==> src/rtl/bo_pkg.sv <==
package bo_pkg;

    localparam int PEAK_MAX_W = 16;

    typedef logic [PEAK_MAX_W-1:0] peak_word_t;

    typedef enum logic {
        ST_RUN     = 1'b0,
        ST_STANDBY = 1'b1
    } bo_state_e;

    // Index of each dwell timer in the timer array
    localparam int TMR_ENTRY = 0;
    localparam int TMR_EXIT  = 1;
    localparam int TMR_COUNT = 2;

    // Rises follow the new peak at once; falls are limited to `step`.
    function automatic peak_word_t slew_next(peak_word_t cur, peak_word_t pk,
                                             peak_word_t step);
        if (pk >= cur)
            return pk;
        if ((cur - pk) > step)
            return cur - step;
        return pk;
    endfunction

endpackage

==> src/rtl/bo_peak_filter.sv <==
module bo_peak_filter
    import bo_pkg::*;
#(
    parameter int PEAK_W = 10,
    parameter int STEP   = 5
) (
    input  logic              clk,
    input  logic              rst,
    input  logic              strobe,
    input  logic [PEAK_W-1:0] code,
    output logic [PEAK_W-1:0] filt
);

    peak_word_t cur_w;
    peak_word_t code_w;
    peak_word_t next_w;

    always_comb begin
        cur_w               = '0;
        code_w              = '0;
        cur_w[PEAK_W-1:0]   = filt;
        code_w[PEAK_W-1:0]  = code;
        next_w              = slew_next(cur_w, code_w, peak_word_t'(STEP));
    end

    always_ff @(posedge clk) begin
        if (rst)
            filt <= '0;
        else if (strobe)
            filt <= next_w[PEAK_W-1:0];
    end

endmodule

==> src/rtl/bo_dwell_timer.sv <==
module bo_dwell_timer #(
    parameter int DWELL = 56
) (
    input  logic clk,
    input  logic rst,
    input  logic arm,
    input  logic tick,
    output logic expired
);

    localparam int CW = $clog2(DWELL + 1);
    localparam logic [CW-1:0] LIMIT = CW'(DWELL);

    logic [CW-1:0] cnt;

    always_ff @(posedge clk) begin
        if (rst || !arm)
            cnt <= '0;
        else if (tick && (cnt != LIMIT))
            cnt <= cnt + 1'b1;
    end

    assign expired = arm && (cnt == LIMIT);

endmodule

==> src/rtl/bo_brownout_detector.sv <==
module bo_brownout_detector
    import bo_pkg::*;
#(
    parameter int PEAK_W   = 10,
    parameter int LOWER    = 95,
    parameter int UPPER    = 110,
    parameter int STEP     = 5,
    parameter int DWELL    = 56,
    parameter int TICK_DIV = 1
) (
    input  logic              clk,
    input  logic              rst,
    input  logic              ms_tick,
    input  logic              peak_valid,
    input  logic [PEAK_W-1:0] peak_code,
    output logic [PEAK_W-1:0] peak_filt,
    output logic              brownout,
    output logic              gate_en
);

    localparam logic [PEAK_W-1:0] LO_TH = PEAK_W'(LOWER);
    localparam logic [PEAK_W-1:0] HI_TH = PEAK_W'(UPPER);

    bo_state_e             st_q;
    bo_state_e             st_d;
    logic                  tick_eff;
    logic                  line_low;
    logic                  line_high;
    logic [TMR_COUNT-1:0]  arm;
    logic [TMR_COUNT-1:0]  expired;

    // Prescaler on the millisecond strobe
    generate
        if (TICK_DIV <= 1) begin : g_nodiv
            assign tick_eff = ms_tick;
        end else begin : g_div
            localparam int DW = $clog2(TICK_DIV);
            localparam logic [DW-1:0] DLAST = DW'(TICK_DIV - 1);
            logic [DW-1:0] dcnt;
            always_ff @(posedge clk) begin
                if (rst)
                    dcnt <= '0;
                else if (ms_tick)
                    dcnt <= (dcnt == DLAST) ? '0 : dcnt + 1'b1;
            end
            assign tick_eff = ms_tick && (dcnt == DLAST);
        end
    endgenerate

    bo_peak_filter #(
        .PEAK_W (PEAK_W),
        .STEP   (STEP)
    ) u_filt (
        .clk    (clk),
        .rst    (rst),
        .strobe (peak_valid),
        .code   (peak_code),
        .filt   (peak_filt)
    );

    assign line_low  = peak_filt < LO_TH;
    assign line_high = peak_filt > HI_TH;

    assign arm[TMR_ENTRY] = (st_q == ST_RUN)     && line_low;
    assign arm[TMR_EXIT]  = (st_q == ST_STANDBY) && line_high;

    generate
        for (genvar i = 0; i < TMR_COUNT; i++) begin : g_tmr
            bo_dwell_timer #(
                .DWELL (DWELL)
            ) u_tmr (
                .clk     (clk),
                .rst     (rst),
                .arm     (arm[i]),
                .tick    (tick_eff),
                .expired (expired[i])
            );
        end
    endgenerate

    always_comb begin
        st_d = st_q;
        unique case (st_q)
            ST_RUN:     if (expired[TMR_ENTRY]) st_d = ST_STANDBY;
            ST_STANDBY: if (expired[TMR_EXIT])  st_d = ST_RUN;
            default:    st_d = ST_RUN;
        endcase
    end

    always_ff @(posedge clk) begin
        if (rst)
            st_q <= ST_RUN;
        else
            st_q <= st_d;
    end

    assign brownout = (st_q == ST_STANDBY);
    assign gate_en  = (st_q == ST_RUN);

endmodule

==> config.mk <==
export PLATFORM = sky130hd
export DESIGN_NAME = bo_brownout_detector
export DESIGN_NICKNAME = d
export VERILOG_FILES = /design/src/rtl/bo_pkg.sv /design/src/rtl/bo_peak_filter.sv /design/src/rtl/bo_dwell_timer.sv /design/src/rtl/bo_brownout_detector.sv
export SDC_FILE = /design/constraint.sdc
export NUM_CORES = 1
export LEC_CHECK = 0
export BUFFER_PORTS_ARGS = -buffer_cell sky130_fd_sc_hd__buf_2
export CORE_MARGIN = 1.5
export CORE_UTILIZATION = 40
export DETAILED_ROUTE_END_ITERATION = 8
export GPL_TIMING_DRIVEN = 0
export PLACE_DENSITY_LB_ADDON = 0.15
export SETUP_SLACK_MARGIN = 0.2
export SYNTH_ARGS = -nofsm -noshare
export SYNTH_HDL_FRONTEND = slang
export SYNTH_SLANG_ARGS = --single-unit
==> constraint.sdc <==
create_clock -name clk -period 3.1 [get_ports clk]
set_clock_uncertainty 0.2 [all_clocks]
set_input_delay 0.62 -clock clk [delete_from_list [all_inputs] [get_ports clk]]
set_output_delay 0.62 -clock clk [all_outputs]
set_load 0.005 [all_outputs]
* Word-level counts from Yosys, hierarchy flattened
Cells that the tools add are included.
Widths: inputs -> output; s select.
** Operators by class
- Add/sub/neg operators :: 4
- Magnitude comparators :: 4
- Eq/ne operators :: 4
- Multiplexer cells :: 10
- Bitwise logic cells :: 1
- Reductions and logical operators :: 10
** Operators by type and width (number)
- $mux 10 :: 4
- $gt 16x3->1 const B :: 1
- $add 6x1->6 const B :: 2
- $eq 6x6->1 const B :: 2
- $ne 6x6->1 const B :: 2
- $sub 10x10->11 :: 1
- $ge 10x10->1 :: 1
- $gt 10x7->1 const B :: 1
- $lt 10x7->1 const B :: 1
- $sub 10x3->10 const B :: 1
- $logic_and 1x1->1 :: 6
- $mux 1 :: 5
- $logic_not 1->1 :: 2
- $logic_or 1x1->1 :: 2
- $pmux 1 s2 :: 1
- $not 1->1 :: 1
** Storage, ports and cells
- Register bits :: 23
- Output and inout port bits :: 12
- Word-level logic and storage cells :: 37

* Longest topological paths before layout
Gate-level depths: netlist of the first run.
- Depth after elaboration :: 6
- Gate-level depth with buffers :: 13
- Depth with buffers taken out :: 12

* Cells and area by module
A second synthesis of the first run with hierarchy kept.
** Second synthesis, totals
- Cells, all modules :: 279
- Area, all modules :: 2235.9 um^2
** By module, submodules not included
- bo_peak_filter :: instances 1, cells an instance 192, area an instance 1505.2 um^2, sequential area each 200.2 um^2
- bo_dwell_timer :: instances 2, cells an instance 37, area an instance 315.3 um^2, sequential area each 120.1 um^2
- bo_brownout_detector :: instances 1, cells an instance 13, area an instance 100.1 um^2, sequential area each 20.0 um^2

* Least setup slack after synthesis of the first run
OpenSTA, ideal clock, no wires.
- Kind :: input-to-reg
- Start :: input peak_code[0]
- End :: register u_filt.filt[1]
- Arrival time :: 2.831 ns
- Data required time :: 2.778 ns
- Slack :: -0.053 ns
- Stages :: 11
- Cells stage by stage :: ha_1 -> inv_1 -> fa_1 -> xor2_1 -> and2_1 -> a2111oi_2 -> nand4_1 -> nor4_2 -> a211oi_4 -> buf_6 -> o311a_1
** Between the ends
- Word-level cells in the longest chain between the ends :: 6
- Elaborated cells on any way between the ends :: 9
** Ends and longest elaborated chain
- from (decl) :: line bo_brownout_detector.sv:15 : input logic [PEAK_W-1:0] peak_code,
- $sub 10x10->11 :: line bo_pkg.sv:22 : if ((cur - pk) > step)
- $gt 16x3->1 :: line bo_pkg.sv:22
- $mux 1 (2 in series) :: line bo_pkg.sv:22
- $mux 10 :: line bo_pkg.sv:24 : return pk;
- $mux 10 * :: line bo_pkg.sv:22
- to (signal assigned) :: line bo_peak_filter.sv:30 : filt <= next_w[PEAK_W-1:0];
- to (decl) :: line bo_peak_filter.sv:11 : output logic [PEAK_W-1:0] filt
Mark *: on every way between the ends. The rest lies on a longest branch, timed or not. The select of a mux whose other input is x is not followed.
A chain may end at the register's enable or synchronous reset.

* Final worst setup path of the first run
- Start :: register u_filt.filt[0]
- End :: register u_filt.filt[1]
** Between the ends
- Word-level cells in the longest chain between the ends :: 6
- Elaborated cells on any way between the ends :: 10
** Ends and longest elaborated chain (line)
- $sub 10x10->11 :: bo_pkg.sv:22
- $gt 16x3->1 :: bo_pkg.sv:22
- $mux 1 (2 in series) :: bo_pkg.sv:22
- $mux 10 :: bo_pkg.sv:24
- $mux 10 * :: bo_pkg.sv:22
Marked as above.

==> metrics.yaml, run 1 <==
antenna_found_initial: 0
gp_congestion: 0.8179
end_kind: "register"
rsz0062_at_grt: "yes"
syn-cell-area_um2: 1809
hold_viol_final: 0
yosysTopAreaCellShare_pct: 25.45
crit_type: "register to register"
core_um2: 4354
yosysWarningCount: 0
setup_violations: 0
die_area_um2: 4936
cts_made_buffers: 3
synth_area_leaders: "dfxtp_1 25%, ha_1 12%, inv_1 4.6%, xor2_1 4.4%, nor2_1 4.1%"
path_cells: "inv_4 -> ha_4 -> inv_2 -> fa_2 -> xor2_1 -> and2_1 -> a2111oi_2 -> nand4_1 -> nor4_4 -> a211oi_4 -> buf_6 -> clkbuf_16 -> o311a_1"
fin_crit_sh_pct: 94.72
synth_edf_count: 0
synthFlopType: "dfxtp_1"
cts_root_buffer: "clkbuf_8"
final_cell_mix: "22 x buf_2, 20 x nor2_1, 19 x inv_1, 19 x nand2_1, 17 x dfxtp_1"
fp-row-count: 24
synth-async-reset-ratio_pct: 0
viasPerCell: 5.535
wire_per_inst_um: 13.76
cts_hold_buffers: 0
synthesis.nets: 259
final_common_cell: "buf_2"
grt_pass1_vias: 1630
tightest_slew_ps: 565.5
path_buf_inv: 4
drt_iter0_drc: 118
final_core_util_pct: 51.12
cts_max_level: 1
grt_max_degree: 14
arrival_ps: 2900
dp_hpwl_um: 3250
cp_slowest_cell: "dfxtp_4"
critPathRequiredTime_ps: 3070
path_delay_family: "simple AND/OR/NAND/NOR gates"
fmax_mhz: 340.6
ios: 26
ff_latch_area_um2: 470.5
vias: 1727
multiInputGateArea_um2: 1323
cts_tree: "done"
track_usage_pct: 18.25
clk_pin_slew_worst_paths_ps: 90
max_stage_delay_ps: 360
clock_sinks: 23
drive_gt1_share_pct: 24.23
power.density_nw_per_um2: 374.9
cp_max_fo: 7
grt_first_pass_wirelength_um: 7479
nFillCells: 437
ir_drop_mv: 0.1640
slew_headroom_pct: 62.30
final_area_um2: 2226
gr-total-overflow: 0
p_leak_nw: 0.9333
place_area_um2: 2031
status: "finished, final reports clean"
drc: 0
syn_to_final_growth_pct: 23.03
die_height_um: 70.26
min_period_ps: 2936
ant_nets: 0
clk_latency_ps: 270
firstDrtPassIters: 4
slew_violations: 0
start_util_pct: 41.55
yosysUniqueCellTypes: 45
diodes: 0
syn_area_per_cell_um2: 7.970
postSynthCellCount: 227
dieWidth_um: 70.26
synth_top_area_cell: "dfxtp_1"
maxCapViolCount: 0
portBuffers: 23
crit_path_start_kind: "register"
hold_path_class: "register to register"
yosys_register_bits: 23
num-nets-final: 293
cts_max_path_buffers: 2
ys_seq_area_share_pct: 25.45
wl_um: 4292
registers in the layout, summed over array words and instances, names as in the netlist:
register and cells:
g_tmr.u_tmr.cnt 12, u_filt.filt 10, brownout 1
where the power goes:
part           switching [mW]  internal (mW)
Clock                   0.106         0.0901
Sequential             0.0283          0.310
Combinational           0.155          0.144
Total                   0.290          0.545
timing repair:
item / in CTS / in global routing
endpoints found under the hold margin: 0 / 0
pin swaps: 11 / 13
resized for setup: 13 / 13
cloned: 0 / 1
setup endpoints to repair: 9 / 10
setup buffers: 4 / 1
worst paths after layout:
kind                                                    startpoint                            endpoint  slack [ps]  cells after the start
worst max-delay path                   u_filt.filt[0]$_SDFFE_PP0P_         u_filt.filt[1]$_SDFFE_PP0P_         160                     13
worst min-delay path            g_tmr[0].u_tmr.cnt[5]$_SDFFE_PP0P_  g_tmr[0].u_tmr.cnt[5]$_SDFFE_PP0P_         290                      2
worst max register to register         u_filt.filt[0]$_SDFFE_PP0P_         u_filt.filt[1]$_SDFFE_PP0P_         160                     13
worst min register to register  g_tmr[0].u_tmr.cnt[5]$_SDFFE_PP0P_  g_tmr[0].u_tmr.cnt[5]$_SDFFE_PP0P_         290                      2
cells in the mapped netlist (all sizes together) (2+ instances only):
master	count
nand3b	3
nor3	5
and2	3
xor2	9
nand2b	2
nand2	19
or3	7
a2bb2oi	7
nand4	8
a211oi	3
a21o	4
clkbuf	5
inv	22
xnor2	4
buf	3
nand4b	2
ha	17
dfxtp	23
nor2	20
o21ai	7
o21a	2
mux2i	3
or4b	3
nand3	11
nor2b	2
a31oi	8
a21oi	13
routing by layer:
layer  routed length (um)  up-vias  GRT usage (%)  part of all wire [%]
li1                     -      878              -                     -
met5                    0        -              0                     0
met2                 1929       23          29.25                    45
met3                   84        7          1.443                   2.0
met1                 2208      819          25.91                    51
met4                   70        0          5.769                   1.6
worst reg2reg max path, stage by stage, from the launching register on:
cell and delay, ps:
dfxtp_4 360, inv_4 70, ha_4 140, inv_2 40, fa_2 350, xor2_1 170, and2_1 160, a2111oi_2 200
nand4_1 180, nor4_4 280, a211oi_4 90, buf_6 150, clkbuf_16 150, o311a_1 290
layout make-up:
cell class,count,share of cell area [%]
Multi-Input combinational cell,174,59.42
Inverter,22,3.822
Sequential cell,23,21.14
Clock buffer,3,1.855
Clock inverter,1,0.2248
Tap cell,52,2.923
Buffer,8,2.192
Timing Repair Buffer,29,8.432
metrics by stage:
stage	setup slack, ps	hold slack (ps)	setup TNS (ps)	power, mW	cells
5_1_grt	21.20	321.1	0	0.8872	312
2_1_floorplan	206.2	258.4	0	0.5308	227
3_5_place_dp	-170.4	286.0	-1227	0.6007	302
4_1_cts	141.6	294.7	0	0.8118	310
3_3_place_gp	-182.9	274.6	-1458	0.6002	302
6_report	163.6	287.2	0	0.8344	312
kinds of logic (layout without fill, tap and decap cells):
| kind of cell | Yosys count | count (layout) | share of synthesized area, % |
|---|---|---|---|
| AND/OR/NAND/NOR | 88 | 88 | 26.21 |
| AO/OA/AOI/OAI | 52 | 52 | 20.82 |
| buffers and inverters | 30 | 63 | 6.708 |
| flip-flops | 23 | 23 | 25.45 |
| adder cells (fa/ha/maj) | 18 | 18 | 12.86 |
| XOR/XNOR | 13 | 13 | 6.293 |
| multiplexers | 3 | 3 | 1.660 |
Power figures use the tool's default switching activity.
==> inputs of run 2 (changes only) <==
Settings changed: RECOVER_POWER set to 100.
==> run 2 against run 1 <==
Sequential power hardly changed. Clock power about the same. Sequential share of layout area decreased by 0.11 points. Clock-buffer cell count stayed put. Final area decreased by 0.56%. Combinational power barely moved. Critical path depth unchanged. Core utilization is 0.29 points lower. Non-clock buffer count unchanged. Critical path type unchanged. Largest cell class unchanged.
==> metrics.yaml, run 2 (synthesis results as in run 1) <==
crit_path_start_kind: "register"
p_leak_nw: 0.9244  # -0.96%
core_um2: 4354  # unchanged
max_stage_delay_ps: 350  # about the same
die_area_um2: 4936  # unchanged
syn_to_final_growth_pct: 22.34
grt_use_met3_pct: 1.443  # unchanged
maxCapViolCount: 0  # unchanged
path_delay_family: "simple AND/OR/NAND/NOR gates"
final.setup.worst_slack_ps: 164.9  # +1.364 ps
tightest_slew_ps: 569.0  # +3.452 ps
fmax_mhz: 340.7  # about the same
hold_viol_final: 0  # unchanged
drive_gt1_share_pct: 22.69  # -1.5 points
final_common_cell: "buf_2"
clock_sinks: 23  # unchanged
place_area_um2: 2031  # unchanged
cts_hold_buffers: 0  # unchanged
dieWidth_um: 70.26  # unchanged
critPathRequiredTime_ps: 3070  # about the same
totalPowerFinal_mw: 0.8320  # -0.29%
clk_pin_slew_worst_paths_ps: 90  # about the same
firstDrtPassIters: 4  # unchanged
top_register: "g_tmr.u_tmr.cnt"
hold_path_class: "register to register"
track_usage_pct: 18.25  # unchanged
grt_max_degree: 14  # unchanged
nFillCells: 444  # +1.6%
cts_max_level: 1  # unchanged
vias: 1726  # -0.058%
drc: 0  # unchanged
clk_latency_ps: 270  # about the same
cp_slowest_cell: "dfxtp_1"
fin_crit_sh_pct: 94.68  # about the same
final_cell_mix: "22 x buf_2, 20 x nor2_1, 19 x inv_1, 19 x nand2_1, 19 x dfxtp_1"
grt_pass1_vias: 1630  # unchanged
ant_nets: 0  # unchanged
grt_first_pass_wirelength_um: 7479  # unchanged
ios: 26  # unchanged
portBuffers: 23  # unchanged
grt_busiest_layer: "met2"
power.density_nw_per_um2: 375.9  # +0.28%
arrival_ps: 2900  # about the same
gp_congestion: 0.8179  # unchanged
largest_reg_flops: 12  # unchanged
rsz0062_at_grt: "yes"
min_period_ps: 2935  # -1.364 ps
die_height_um: 70.26  # unchanged
totalNegativeSetupSlack_ps: 0  # unchanged
gr-total-overflow: 0  # unchanged
cts_made_buffers: 3  # unchanged
met1_usage_pct: 25.91  # unchanged
drt_iter0_drc: 121  # +2.5%
path_cells: "inv_4 -> ha_4 -> inv_2 -> fa_2 -> xor2_1 -> and2_0 -> a2111oi_2 -> nand4_1 -> nor4_4 -> a211oi_4 -> buf_6 -> clkbuf_16 -> o311a_1"
diodes: 0  # unchanged
final_core_util_pct: 50.83  # -0.29 points
viasPerCell: 5.532  # about the same
cp_max_fo: 7  # unchanged
dp_slack_ps: -170.4  # unchanged
status: "finished, final reports clean"
slew_violations: 0  # unchanged
setup_violations: 0  # unchanged
start_util_pct: 41.55  # unchanged
cts_tree: "done"
path_buf_inv: 4  # unchanged
final_area_um2: 2213  # -0.56%
end_kind: "register"
slew_headroom_pct: 62.07  # -0.23 points
fp-row-count: 24  # unchanged
cts_max_path_buffers: 2  # unchanged
wire_per_inst_um: 13.67  # -0.65%
antenna_found_initial: 0  # unchanged
crit_type: "register to register"
ir_drop_mv: 0.1624  # -0.97%
num-nets-final: 293  # unchanged
met2_usage_pct: 29.25  # unchanged
dp_hpwl_um: 3250  # unchanged
cts_root_buffer: "clkbuf_8"
wl_um: 4264  # -0.65%
-- run 2: cell count changes in the layout (fill, tap and decap cells not counted), sizes merged --
cell / before / now
buf: 31 / 29
clkbuf: 9 / 11
-- run 2: worst paths after layout --
| check | startpoint | cells after the start | slack [ps] | to |
|---|---|---|---|---|
| worst min-delay path | g_tmr[0].u_tmr.cnt[5]$_SDFFE_PP0P_ | 2 | 290 | g_tmr[0].u_tmr.cnt[5]$_SDFFE_PP0P_ |
| worst max-delay path | u_filt.filt[0]$_SDFFE_PP0P_ | 13 | 160 | u_filt.filt[1]$_SDFFE_PP0P_ |
| worst min register to register | g_tmr[0].u_tmr.cnt[5]$_SDFFE_PP0P_ | 2 | 290 | g_tmr[0].u_tmr.cnt[5]$_SDFFE_PP0P_ |
| worst max register to register | u_filt.filt[0]$_SDFFE_PP0P_ | 13 | 160 | u_filt.filt[1]$_SDFFE_PP0P_ |
-- run 2: routing by layer --
| metal | routed length [um] | vias up |
|---|---|---|
| met5 | 0 | - |
| met2 | 1924 | 27 |
| li1 | - | 878 |
| met4 | 69 | 0 |
| met3 | 117 | 6 |
| met1 | 2152 | 815 |
-- run 2: cell type report --
cell class	count	area, um2	area share, %
Multi-Input combinational cell	174	1323	59.75
Sequential cell	23	465.4	21.03
Timing Repair Buffer	29	180.2	8.140
Inverter	22	85.08	3.844
Tap cell	52	65.06	2.940
Buffer	8	48.80	2.205
Clock buffer	3	41.29	1.865
Clock inverter	1	5.005	0.2261
-- run 2: what timing repair did --
item / CTS / global route
gates resized for setup: 13 / 13
pin swaps: 11 / 13
cloned: 0 / 1
endpoints found under the setup margin: 9 / 10
setup buffers: 4 / 1
-- run 2: worst reg2reg max path, delay by kind of cell, from the launching register on --
family                     cells  cell delay, ps
and+or+nand+nor                3             620
AOI/OAI and AO/OA              3             570
adders and majority gates      2             490
buffers and inverters          4             420
DFF                            1             350
xor gates and xnor gates       1             170
-- run 2: power breakdown --
part           total, mW  leakage (nW)  internal, mW  switching (mW)
combinational      0.297         0.710         0.142           0.155
sequential         0.338         0.189         0.310          0.0278
clock              0.197        0.0255        0.0901           0.107
total              0.832         0.924         0.543           0.289
-- run 2: through the flow --
step           std cells  hold WS, ps
2_1_floorplan        227        258.4
3_3_place_gp         302        274.6
3_5_place_dp         302        286.0
4_1_cts              310        294.7
5_1_grt              312        321.1
6_report             312        287.3
==> inputs of run 3 (changes only) <==
Settings changed: CELL_PAD_IN_SITES_DETAIL_PLACEMENT set to 1, CELL_PAD_IN_SITES_GLOBAL_PLACEMENT set to 1, CORE_UTILIZATION 40 to 38.
==> run 3 against run 2 <==
Critical path depth down 5. Final area is 0.57% lower. Clock power down 2%. Register-to-register slack worse by 30 ps. Maximum frequency down 0.86%. Sequential share of layout area grew 0.063 points. Largest power group unchanged. Flip-flop and latch count unchanged. Critical endpoint is now u_filt.filt[4]$_SDFFE_PP0P_. Die area up 5.0%.
==> metrics.yaml, run 3 (synthesis results as in run 1) <==
status: "finished, final reports clean"
num-nets-final: 291  # -0.68%
crit_type: "register to register"
fp-row-count: 24  # unchanged
wl_um: 4729  # +11%
drt_iter0_drc: 82  # -32%
vias: 1705  # -1.2%
critPathLaunch: "u_filt.filt[5]$_SDFFE_PP0P_"
top_register: "g_tmr.u_tmr.cnt"
diodes: 0  # unchanged
core_um2: 4474  # +2.8%
syn_to_final_growth_pct: 21.65
p_leak_nw: 0.9141  # -1.1%
viasPerCell: 5.500  # -0.58%
dieWidth_um: 72  # +2.5%
setup_violations: 0  # unchanged
cts_root_buffer: "clkbuf_8"
critPathRequiredTime_ps: 3100  # +30 ps
crit_path_start_kind: "register"
grt_pass1_vias: 1637  # +0.43%
grt_max_degree: 14  # unchanged
final_cell_mix: "21 x buf_2, 20 x nor2_1, 20 x dfxtp_1, 19 x inv_1, 19 x nand2_1"
gp_congestion: 0.7893  # -3.5%
gr-total-overflow: 0  # unchanged
wire_per_inst_um: 15.25  # +12%
hold_start: "g_tmr[0].u_tmr.cnt[1]$_SDFFE_PP0P_"
ios: 26  # unchanged
drc: 0  # unchanged
instances_no_fill: 310  # -0.64%
clk_pin_slew_worst_paths_ps: 90  # about the same
totalPowerFinal_mw: 0.8347  # +0.32%
fmax_mhz: 337.8  # -0.86%
end_kind: "register"
largest_reg_flops: 12  # unchanged
hold_viol_final: 0  # unchanged
clock_sinks: 23  # unchanged
die_area_um2: 5184  # +5.0%
cts_max_path_buffers: 2  # unchanged
arrival_ps: 2960  # +60 ps
maxCapViolCount: 0  # unchanged
power.density_nw_per_um2: 379.3  # +0.89%
nFillCells: 563  # +27%
cts_hold_buffers: 0  # unchanged
grt_first_pass_wirelength_um: 7790  # +4.2%
start_util_pct: 40.44  # -1.1 points
slew_headroom_pct: 63.04  # +0.97 points
tightest_slew_ps: 554.4  # -14.56 ps
portBuffers: 23  # unchanged
cts_max_level: 1  # unchanged
final_common_cell: "buf_2"
drive_gt1_share_pct: 21.32  # -1.4 points
antenna_found_initial: 0  # unchanged
die_height_um: 72  # +2.5%
final_area_um2: 2201  # -0.57%
ant_nets: 0  # unchanged
rsz0062_at_grt: "yes"
hold_path_class: "register to register"
slew_violations: 0  # unchanged
dp_hpwl_um: 3688  # +13%
cp_max_fo: 9  # +2
ir_drop_mv: 0.2378  # +46%
min_period_ps: 2960  # +25.42 ps
cts_made_buffers: 3  # unchanged
r2r_start: "u_filt.filt[5]$_SDFFE_PP0P_"
fin_crit_sh_pct: 95.50  # +0.82 points
track_usage_pct: 19.03  # +0.79 points
clk_latency_ps: 270  # about the same
cts_tree: "done"
firstDrtPassIters: 4  # unchanged
post-place-cells: 302  # unchanged
place_area_um2: 2031  # unchanged
## run 3: critical path, stage by stage, from the launching register on
cell      delay, ps
dfxtp_1         530
ha_4            280
a211o_1         260
a211oi_2        250
mux2i_1         330
nor4_4           90
a211oi_4        300
or4b_1          470
a31oi_1         170
## run 3: metal layers
metal  share of wire, %  vias to the layer above  GRT usage [%]  routed length [um]
met5                  0                        -              0                   0
met4               0.40                        0          2.516                  19
met3                2.8                        5          3.889                 131
met2                 43                       25          29.22                2037
met1                 54                      795          28.25                2540
li1                   -                      880              -                   -
## run 3: stage by stage
step | setup TNS (ps) | hold slack (ps) | util, % | worst slack, ps
after floorplan | 0 | 258.4 | - | 206.2
after global placement | -1242 | 277.0 | 45.39 | -154.9
after detailed placement | -1628 | 292.9 | 45.39 | -214.4
after CTS | 0 | 303.9 | 47.79 | 152.4
after global routing | 0 | 327.2 | 49.19 | 26.11
final | 0 | 299.2 | 49.19 | 139.5
## run 3: area by class of cell
class | count | area (um2) | share of cell area (%)
multi-input combinational | 174 | 1359 | 61.74
sequential | 23 | 464.2 | 21.09
timing repair buffer | 27 | 142.6 | 6.481
inverter | 22 | 85.08 | 3.866
tap | 52 | 65.06 | 2.956
clock buffer | 3 | 41.29 | 1.876
buffer | 8 | 38.79 | 1.762
clock inverter | 1 | 5.005 | 0.2274
## run 3: what timing repair did
| action | CTS | global route |
|---|---|---|
| endpoints found under the setup margin | 10 | 10 |
| cloned | 0 | 0 |
| endpoints found under the hold margin | 0 | 0 |
| setup buffers | 4 | 0 |
| pin swaps | 8 | 6 |
| gates resized for setup | 11 | 14 |
## run 3: path summary, 6_finish.rpt
path                                         to  slack (ps)  cells after the start
max                 u_filt.filt[4]$_SDFFE_PP0P_         140                      8
min          g_tmr[0].u_tmr.cnt[1]$_SDFFE_PP0P_         300                      2
max reg2reg         u_filt.filt[4]$_SDFFE_PP0P_         140                      8
min reg2reg  g_tmr[0].u_tmr.cnt[1]$_SDFFE_PP0P_         300                      2
## run 3: power by group
group	switching (mW)	leakage [nW]	internal (mW)
registers	0.0278	0.188	0.310
logic	0.165	0.700	0.139
clock network	0.103	0.0255	0.0900
